[src/rtl/wsr_pkg.sv]
// Package: shared definitions for the write-status read path.
// Assumes: a byte-or-wider data path; bit positions are fixed relative to the MSB.
package wsr_pkg;

    // Source that feeds the registered read word
    typedef enum logic [1:0] {
        SRC_IDLE   = 2'd0,
        SRC_ARRAY  = 2'd1,
        SRC_STATUS = 2'd2
    } wsr_src_e;

endpackage

[src/rtl/wsr_access_detect.sv]
// Module: wsr_access_detect
// Samples the active-low strobes and reports an open read access and its
// first cycle (the falling edge of the combined enable).
// Assumes: strobes are already synchronous to clk.
module wsr_access_detect (
    input  logic clk,
    input  logic rst_n,
    input  logic ce_n,
    input  logic oe_n,
    output logic acc_now,
    output logic acc_start
);

    logic acc_q;

    // Combined enable as seen at this edge
    always_comb acc_now = ~ce_n & ~oe_n;

    // Previous-cycle enable, used for edge detection
    always_ff @(posedge clk) begin
        if (!rst_n) acc_q <= 1'b0;
        else        acc_q <= acc_now;
    end

    // Start pulse: enable present now, absent at the previous edge
    always_comb acc_start = acc_now & ~acc_q;


    start_once_chk: assert property (@(posedge clk) disable iff (!rst_n)
        acc_start |=> !acc_start);

endmodule

[src/rtl/wsr_toggle_reg.sv]
// Module: wsr_toggle_reg
// Holds the toggle flag shown on the status word; flips once per advance.
// Assumes: adv is a single-cycle pulse per busy read access.
module wsr_toggle_reg (
    input  logic clk,
    input  logic rst_n,
    input  logic adv,
    output logic tog_nxt
);

    logic tog_q;

    // Value that the current access will display
    always_comb tog_nxt = tog_q ^ adv;

    // Flag storage
    always_ff @(posedge clk) begin
        if (!rst_n) tog_q <= 1'b0;
        else        tog_q <= tog_nxt;
    end


    toggle_flip_chk: assert property (@(posedge clk) disable iff (!rst_n)
        adv |=> (tog_q != $past(tog_q)));


    toggle_hold_chk: assert property (@(posedge clk) disable iff (!rst_n)
        !adv |=> $stable(tog_q));

endmodule

[src/rtl/wsr_status_merge.sv]
// Module: wsr_status_merge
// Builds the next read word from the selected source: zero when idle,
// array data, or the status word (inverted poll bit, toggle bit, and
// the low bits of the last written byte in the reserved positions).
// Assumes: DATA_W >= 2.
module wsr_status_merge
    import wsr_pkg::*;
#(
    parameter int DATA_W = 8
) (
    input  wsr_src_e           sel,
    input  logic [DATA_W-1:0]  arr_data,
    input  logic [DATA_W-1:0]  last_data,
    input  logic               tog,
    output logic [DATA_W-1:0]  word
);

    localparam int POLL_BIT = DATA_W - 1;
    localparam int TOG_BIT  = DATA_W - 2;

    // Per-bit selection; status bits differ only in their status value
    for (genvar i = 0; i < DATA_W; i++) begin : g_bit
        logic stat_b;
        if (i == POLL_BIT) begin : g_poll
            assign stat_b = ~last_data[i];
        end else if (i == TOG_BIT) begin : g_tog
            assign stat_b = tog;
        end else begin : g_rsv
            assign stat_b = last_data[i];
        end

        // Source multiplexer for this bit
        always_comb begin
            unique case (sel)
                SRC_ARRAY:  word[i] = arr_data[i];
                SRC_STATUS: word[i] = stat_b;
                default:    word[i] = 1'b0;
            endcase
        end
    end

endmodule

[src/rtl/wsr_read_path.sv]
// Module: wsr_read_path (top)
// Read side of a self-programming byte memory. Drives registered read data
// while both strobes are low; during programming the word carries status.
// Assumes: busy, last_data come from the page-load logic; arr_data is the
// array word for the presented address, valid in the same cycle.
module wsr_read_path
    import wsr_pkg::*;
#(
    parameter int DATA_W = 8
) (
    input  logic              clk,
    input  logic              rst_n,
    input  logic              ce_n,
    input  logic              oe_n,
    input  logic              busy,
    input  logic [DATA_W-1:0] last_data,
    input  logic [DATA_W-1:0] arr_data,
    output logic [DATA_W-1:0] bus_dout,
    output logic              bus_drive
);

    localparam int POLL_BIT = DATA_W - 1;

    logic              acc_now;
    logic              acc_start;
    logic              tog_nxt;
    wsr_src_e          src;
    logic [DATA_W-1:0] word_nxt;
    logic [DATA_W-1:0] dout_q;
    logic              drive_q;

    wsr_access_detect u_detect (
        .clk       (clk),
        .rst_n     (rst_n),
        .ce_n      (ce_n),
        .oe_n      (oe_n),
        .acc_now   (acc_now),
        .acc_start (acc_start)
    );

    wsr_toggle_reg u_toggle (
        .clk     (clk),
        .rst_n   (rst_n),
        .adv     (acc_start & busy),
        .tog_nxt (tog_nxt)
    );

    // Pick the source of the next word
    always_comb begin
        if (!acc_now)  src = SRC_IDLE;
        else if (busy) src = SRC_STATUS;
        else           src = SRC_ARRAY;
    end

    wsr_status_merge #(.DATA_W(DATA_W)) u_merge (
        .sel       (src),
        .arr_data  (arr_data),
        .last_data (last_data),
        .tog       (tog_nxt),
        .word      (word_nxt)
    );

    // Output registers toward the bus driver
    always_ff @(posedge clk) begin
        if (!rst_n) begin
            dout_q  <= '0;
            drive_q <= 1'b0;
        end else begin
            dout_q  <= word_nxt;
            drive_q <= acc_now;
        end
    end

    assign bus_dout  = dout_q;
    assign bus_drive = drive_q;


    drive_follows_access_chk: assert property (@(posedge clk) disable iff (!rst_n)
        (!ce_n && !oe_n) |=> bus_drive);


    release_quiet_chk: assert property (@(posedge clk) disable iff (!rst_n)
        (ce_n || oe_n) |=> (!bus_drive && bus_dout == '0));


    true_data_chk: assert property (@(posedge clk) disable iff (!rst_n)
        (!ce_n && !oe_n && !busy) |=> (bus_dout == $past(arr_data)));


    poll_invert_chk: assert property (@(posedge clk) disable iff (!rst_n)
        (!ce_n && !oe_n && busy) |=> (bus_dout[POLL_BIT] == ~$past(last_data[POLL_BIT])));

endmodule

[config.mk]
export PLATFORM = sky130hd
export DESIGN_NAME = wsr_read_path
export DESIGN_NICKNAME = d
export VERILOG_FILES = /design/src/rtl/wsr_pkg.sv /design/src/rtl/wsr_access_detect.sv /design/src/rtl/wsr_toggle_reg.sv /design/src/rtl/wsr_status_merge.sv /design/src/rtl/wsr_read_path.sv
export SDC_FILE = /design/constraint.sdc
export NUM_CORES = 1
export LEC_CHECK = 0
export BUFFER_PORTS_ARGS = -buffer_cell sky130_fd_sc_hd__buf_4
export CORE_AREA = 2 2 39 41
export CTS_CLUSTER_SIZE = 10
export DETAILED_ROUTE_END_ITERATION = 10
export DIE_AREA = 0 0 41 43
export GPL_TIMING_DRIVEN = 0
export PLACE_DENSITY = 0.69
export SLEW_MARGIN = 20
export SYNTH_ARGS = -nofsm -noshare
export SYNTH_HDL_FRONTEND = slang
export SYNTH_HIERARCHICAL = 1
export SYNTH_SLANG_ARGS = --single-unit
[constraint.sdc]
create_clock -name clk -period 2.21 [get_ports clk]
set_input_delay 0.1105 -clock clk [delete_from_list [all_inputs] [get_ports clk]]
set_output_delay 0.1105 -clock clk [all_outputs]
set_load 0.005 [all_outputs]
==> results of run 1 <==
sequential cells by signal, indices dropped and copies added, names as in the netlist:
register	flops
bus_drive	1
u_toggle/tog_q	1
u_detect/acc_q	1
bus_dout	8
cell type report:
type	count	area, um^2	area share, %
multi-input cells	36	240	32.5
inverters	2	7.51	1.02
clock buffers	4	26.3	3.56
flip-flops and latches	11	220	29.8
repair buffers	28	210	28.5
plain buffers	3	13.8	1.86
well taps	16	20.0	2.71
layout by cell type, fill, tap and decap left out, drive strengths merged:
| cell | n |
|---|---|
| a21oi | 1 |
| a22oi | 7 |
| and2 | 12 |
| buf | 30 |
| clkbuf | 5 |
| dfxtp | 11 |
| ha | 2 |
| inv | 2 |
| nand2 | 1 |
| nor2 | 8 |
| nor2b | 1 |
| nor3 | 1 |
| nor3b | 1 |
| or2b | 1 |
| xor2 | 1 |
path summary, 6_finish.rpt:
| kind | startpoint | endpoint | cells past startpoint |
|---|---|---|---|
| max | oe_n | bus_dout[6] | 8 |
| min | oe_n | u_detect/acc_q | 2 |
| max reg2reg | u_detect/acc_q | bus_dout[6] | 6 |
| min reg2reg | u_toggle/tog_q | u_toggle/tog_q | 2 |
report_power, final:
group          total, mW  switching, mW  internal [mW]
registers          0.203        0.00128          0.202
clock network      0.134         0.0641         0.0697
logic             0.0575         0.0227         0.0348
per-layer routing:
metal	track usage, %	vias to the layer above	part of all wire [%]
li1	-	232	-
met1	16.8	195	40
met2	20.3	17	49
met3	4.71	2	9.7
met4	10.0	0	1.3
met5	0	-	0
logic make-up (layout without fill, tap and decap cells):
| logic type | after synthesis | in the layout |
|---|---|---|
| buffers and inverters | 5 | 37 |
| adder cells (fa/ha/maj) | 2 | 2 |
| AND/OR/NAND/NOR | 25 | 25 |
| flip-flops | 11 | 11 |
| XOR/XNOR | 1 | 1 |
| AO/OA/AOI/OAI | 8 | 8 |
through the flow:
| stage | utilization [%] | hold WS (ns) | power [mW] | instances | setup WS [ns] |
|---|---|---|---|---|---|
| after floorplan | - | 0.179 | 0.229 | 52 | 0.944 |
| after global placement | 51.4 | 0.300 | 0.265 | 96 | 0.634 |
| after detailed placement | 51.4 | 0.303 | 0.266 | 96 | 0.590 |
| after CTS | 53.3 | 0.0217 | 0.401 | 100 | 0.877 |
| after global routing | 53.3 | 0.0163 | 0.421 | 100 | 0.734 |
| final | 53.3 | 0.0304 | 0.395 | 100 | 0.871 |
==> run_results.csv, run 1 <==
group,metric,value,unit
logic_synthesis,synth.top_cells.by_count,"and2_1, dfxtp_1, nor2_1, a22oi_1",
worst_setup_path,critical_path_class,"input pin to register",
route,ant_nets,0,
final_layout,postLayoutCellArea,738,um^2
worst_setup_path,critPathMostFrequentCell,"nor2_1",
cts,clk_pin_slew,0.07,ns
logic_synthesis,synth-xor-area-share,1.82,%
logic_synthesis,synth_edf_count,0,
route,routedWlPerCell,10.4,um
worst_setup_path,reg2reg_slack,1.02,ns
global_route,grt_first_pass_wirelength,1640,um
flow_run,drv_cap,0,
worst_setup_path,worstPathRequired,2.37,ns
logic_synthesis,yosysTopAreaCell,"dfxtp_1",
sta,rsz0062_at_grt,"false",
cts,cts_inserted_buffers,3,
hold_path,hp-class,"input pin to register",
logic_synthesis,synthFlopType,"dfxtp_1",
sta,finalMaxSlewViolations,0,
final_layout,fill_cells,132,
logic_synthesis,syn_area_per_cell,9.26,um^2
worst_setup_path,critical_path.top_delay_family,"simple AND/OR/NAND/NOR gates",
placement,place_congestion,0.668,
floorplanning,die_x,41,um
worst_setup_path,worstSetupEndpointType,"register",
floorplanning,rows,14,
logic_synthesis,synth_nets,75,
floorplanning,ios,30,
final_layout,drive_gt1_share,42.9,%
floorplanning,initial_core_util,34.8,%
global_route,grt_start_max_net_pins,12,
cts,cts_resized,0,
logic_synthesis,synthTopCellsByArea,"dfxtp_1, and2_1, a22oi_1, nor2_1, ha_1",
placement,placed_cell_area,712,um^2
sta,fin_crit,1.34,ns
route,viasPerCell,4.46,
logic_synthesis,synth_fa_ha_area_share,5.19,%
sta,timing.final.hold_violations,0,
route,dr.pass1.iters,4,
route,drt_iter0_markers,6,
logic_synthesis,synth-seq-cells,11,
pwr,leakage,0.343,nW
logic_synthesis,synth-simple-area-share,30.1,%
logic_synthesis,async_reset_ff_share,0,%
logic_synthesis,muxShareOfSynthArea,0,%
placement,numPortBuffers,28,
route,finalWirelength,1040,um
route,vias,446,
sta,fmax,747,MHz
final_layout,nets,108,
logic_synthesis,post-synth-top-count-cell,"and2_1",
logic_synthesis,ys_types,16,
worst_setup_path,cp_cell_sequence,"buf_4 -> nor2_1 -> nor2b_1 -> inv_1 -> ha_1 -> buf_1 -> nor2_1 -> and2_1",
cts,cts_max_level,1,
sta,finalClockSkew,0.000395,ns
sta,finalCritPeriodShare,60.6,%
floorplanning,die_area,1760,um^2
cts,cts_sinks,11,
floorplanning,core_area,1380,um^2
worst_setup_path,arrival,1.50,ns
logic_synthesis,yosys_warnings,6,
status,status,"completed",
cts,clk_latency,0.26,ns
global_route,grt_pass1_vias,402,
logic_synthesis,syn-cell-area,482,um^2
cts,cts_setup_buffers,0,
logic_synthesis,ys_seq_area_share,45.7,%
sta,fin_setup_tns,0,ns
route,drcViolationCount,0,
global_route,antenna_found_initial,0,
cts,cts_root_buf,"clkbuf_4",
sta,worst-slew-pin-transition,0.384,ns
cts,cts_tree,"done",
final_layout,area_growth,53.2,%
worst_setup_path,crit_fanout,8,
worst_setup_path,cpPeakStageDelay,0.32,ns
pwr,powerDensity,535,nW/um^2
worst_setup_path,crit_slowest_cell,"buf_1",
logic_synthesis,synth_top_area_share,45.7,%
worst_setup_path,crit_buf_inv,3,
sta,slew_headroom,74.4,%
final_layout,diodes,0,
global_route,grt_use_total,14.2,%
logic_synthesis,synth-compound-area-share,12.7,%
logic_synthesis,synth_top_family_by_area,"simple AND/OR/NAND/NOR gates",
cts,clock_path_buffers,2,
worst_setup_path,critPathLaunchType,"input pin",
global_route,grt_overflow,0,
cts,hold_buffers,0,
sta,setup_viol,0,
logic_synthesis,synthCells,52,
floorplanning,die-height,43,um
pwr,ir_drop,219,uV
(Power assumes the default switching activity.)
==> run 2: changes to the inputs <==
--- a/config.mk
+++ b/config.mk
@@ -5,13 +5,14 @@
 export SDC_FILE = /design/constraint.sdc
 export NUM_CORES = 1
 export LEC_CHECK = 0
+export ABC_AREA = 1
 export BUFFER_PORTS_ARGS = -buffer_cell sky130_fd_sc_hd__buf_4
-export CORE_AREA = 2 2 39 41
+export CORE_AREA = 2 2 42 44
 export CTS_CLUSTER_SIZE = 10
 export DETAILED_ROUTE_END_ITERATION = 10
-export DIE_AREA = 0 0 41 43
+export DIE_AREA = 0 0 44 46
 export GPL_TIMING_DRIVEN = 0
-export PLACE_DENSITY = 0.69
+export PLACE_DENSITY = 0.67
 export SLEW_MARGIN = 20
 export SYNTH_ARGS = -nofsm -noshare
 export SYNTH_HDL_FRONTEND = slang
==> constraint.sdc (replaced) <==
create_clock -name clk -period 1.2 [get_ports clk]
set_input_delay 0.06 -clock clk [delete_from_list [all_inputs] [get_ports clk]]
set_output_delay 0.06 -clock clk [all_outputs]
set_load 0.005 [all_outputs]
==> run_results.csv, run 2 <==
group,metric,value,unit
logic_synthesis,syn_area_per_cell,6.48,um^2
worst_setup_path,crit_fanout,8,
logic_synthesis,synthTopCellsByArea,"dfxtp_1, nand2_1, inv_1, a21oi_1, ha_1",
floorplanning,die_x,44,um
final_layout,drive_gt1_share,34.2,%
cts,cts_max_level,1,
pwr,power_frac_clock,33.3,%
placement,hpwl,889,um
flow_run,drv_cap,0,
sta,slew_headroom,88.6,%
sta,finalMaxSlewViolations,0,
pwr,seqPwrFrac,51.0,%
hold_path,hold_depth,3,
worst_setup_path,reg2reg_slack,0.18,ns
worst_setup_path,critPathMostFrequentCell,"inv_1",
sta,fmax,951,MHz
worst_setup_path,reg2reg_to,"bus_dout[6]",
final_layout,area_growth,47.7,%
global_route,grt_pass1_vias,485,
route,routedWlPerCell,8.71,um
status,status,"completed",
placement,place_ws,-0.286,ns
final_layout,diodes,0,
final_layout,postLayoutCellArea,795,um^2
cts,cts_root_buf,"clkbuf_4",
pwr,intPower,0.565,mW
route,vias,556,
logic_synthesis,yosysTopAreaCell,"dfxtp_1",
placement,place_congestion,0.724,
worst_setup_path,crit_slowest_cell,"ha_2",
route,drcViolationCount,0,
route,drt-met1-wl,443,um
route,top_layer,"met4",
hold_path,hp-class,"input pin to register",
cts,hold_buffers,0,
worst_setup_path,cp_cell_sequence,"buf_4 -> inv_1 -> nand2_2 -> inv_1 -> inv_1 -> nor2_1 -> inv_1 -> ha_2 -> clkbuf_2 -> nand2_1 -> a21oi_1 -> nand2_1 -> inv_1",
pwr,p_sw,0.169,mW
logic_synthesis,synth_top_area_share,40.9,%
sta,rsz0062_at_grt,"false",
route,viasPerCell,4.24,
route,drt_iter0_markers,1,
worst_setup_path,rr_startpoint,"u_detect/acc_q",
cts,cts_tree,"done",
final_layout,nets,138,
sta,worst-slew-pin-transition,0.171,ns
global_route,grt_overflow,0,
route,wl_met2,612,um
worst_setup_path,worstPathRequired,1.37,ns
logic_synthesis,synth_nets,106,
placement,placed_cell_area,769,um^2
logic_synthesis,syn-cell-area,538,um^2
logic_synthesis,synth.top_cells.by_count,"nand2_1, inv_1, dfxtp_1, a21oi_1",
floorplanning,die_area,2020,um^2
pwr,ir_drop,336,uV
worst_setup_path,startpoint,"ce_n",
sta,setup_slack,0.148,ns
final_layout,most-common-layout-cells,"nand2_1, buf_4, inv_1",
cts,cts_sinks,11,
worst_setup_path,critPathLaunchType,"input pin",
logic_synthesis,yosys_warnings,6,
floorplanning,rows,15,
cts,clk_latency,0.25,ns
pwr,switching_share,23.0,%
logic_synthesis,synth-seq-cells,11,
sta,finalClockSkew,0.0000501,ns
route,dr.pass1.iters,3,
global_route,grt_first_pass_wirelength,1860,um
cts,cts_inserted_buffers,3,
worst_setup_path,worstSetupEndpointType,"register",
cts,clk_pin_slew,0.07,ns
pwr,power.total,0.734,mW
logic_synthesis,async_reset_ff_share,0,%
cts,clock_path_buffers,2,
floorplanning,initial_core_util,33.3,%
global_route,antenna_found_initial,0,
logic_synthesis,synthFlopType,"dfxtp_1",
route,met3WireLength,60,um
worst_setup_path,r2r_cells,11,
floorplanning,core_area,1610,um^2
final_layout,largest_reg_flops,8,
sta,fin_hold_ws,0.0486,ns
hold_path,min_to,"u_detect/acc_q",
sta,timing.final.hold_violations,0,
worst_setup_path,critical_path_class,"input pin to register",
sta,finalCritPeriodShare,87.7,%
pwr,power_frac_comb,15.6,%
hold_path,min_from,"rst_n",
sta,fin_crit,1.05,ns
logic_synthesis,synth_edf_count,0,
logic_synthesis,ys_types,11,
sta,setup_viol,0,
floorplanning,die-height,46,um
route,finalWirelength,1140,um
global_route,grt_start_max_net_pins,10,
route,ant_nets,0,
logic_synthesis,synthCells,83,
worst_setup_path,cpPeakStageDelay,0.17,ns
pwr,powerDensity,923,nW/um^2
worst_setup_path,arrival,1.22,ns
global_route,grt_use_total,12.6,%
placement,numPortBuffers,28,
logic_synthesis,ys_seq_area_share,40.9,%
logic_synthesis,post-synth-top-count-cell,"nand2_1",
pwr,leakage,0.477,nW
floorplanning,ios,30,
sta,fin_setup_tns,0,ns
run 2: cell count changes after synthesis, moves of 3 or more:
cell,previous run,this run
a21oi_1,0,8
a22oi_1,7,0
inv_1,2,23
nand2_2,0,3
nand2_1,1,28
and2_1,12,0
nor2_1,8,3
run 2: power groups by stage:
stage               clock network, mW  logic [mW]  registers (mW)
floorplan                           0      0.0492           0.383
global placement                    0       0.113           0.383
detailed placement                  0       0.115           0.383
CTS                             0.253       0.115           0.374
global route                    0.269       0.129           0.375
finish                          0.245       0.115           0.374
run 2: critical path, delay by kind of cell:
| family | cells | cell delay, ns |
|---|---|---|
| adder cells (fa/ha/maj) | 1 | 0.17 |
| buffers and inverters | 7 | 0.57 |
| AO/OA/AOI/OAI | 1 | 0.06 |
| AND/OR/NAND/NOR | 4 | 0.35 |
run 2: cells by family (layout without fill, tap and decap cells):
| group | after synthesis | count (layout) | share of synthesized area [%] |
|---|---|---|---|
| compound gates | 8 | 8 | 7.44 |
| flops | 11 | 11 | 40.9 |
| buf+inv | 27 | 58 | 20.7 |
| fa+ha+maj | 2 | 2 | 4.65 |
| simple gates | 35 | 35 | 26.3 |
run 2: per-layer routing:
layer / vias up / GRT usage (%)
li1: 294 / -
met1: 247 / 11.8
met2: 13 / 23.8
met3: 2 / 1.59
met4: 0 / 10.9
met5: - / 0
run 2: metrics by stage:
stage	util, %	std cells
floorplan	-	83
detailed placement	47.7	128
CTS	49.1	131
global route	49.2	131
global placement	47.7	128
finish	49.2	131
run 2: cell type report:
type,instances,area (um^2)
Fill cell,174,820
Sequential cell,11,220
Timing Repair Buffer,28,210
Multi-Input combinational cell,45,209
Inverter,23,86.3
Clock buffer,4,26.3
Buffer,3,21.3
Tap cell,17,21.3
run 2: what timing repair did:
item                       4_1_cts  5_1_grt
setup endpoints to repair        2        2
resized for setup                0        1
buffers inserted                 0        0
run 2: how the worst max path moves through the flow:
| stage | to | slack (ns) | depth (start not counted) |
|---|---|---|---|
| after floorplan | bus_dout[0] | 0.02 | 11 |
| after global placement | bus_dout[6] | -0.25 | 12 |
| after detailed placement | bus_dout[5] | -0.29 | 12 |
| after CTS | bus_dout[5] | 0.12 | 11 |
| after global routing | bus_dout[3] | 0.004 | 12 |
| final | bus_dout[4] | 0.15 | 13 |
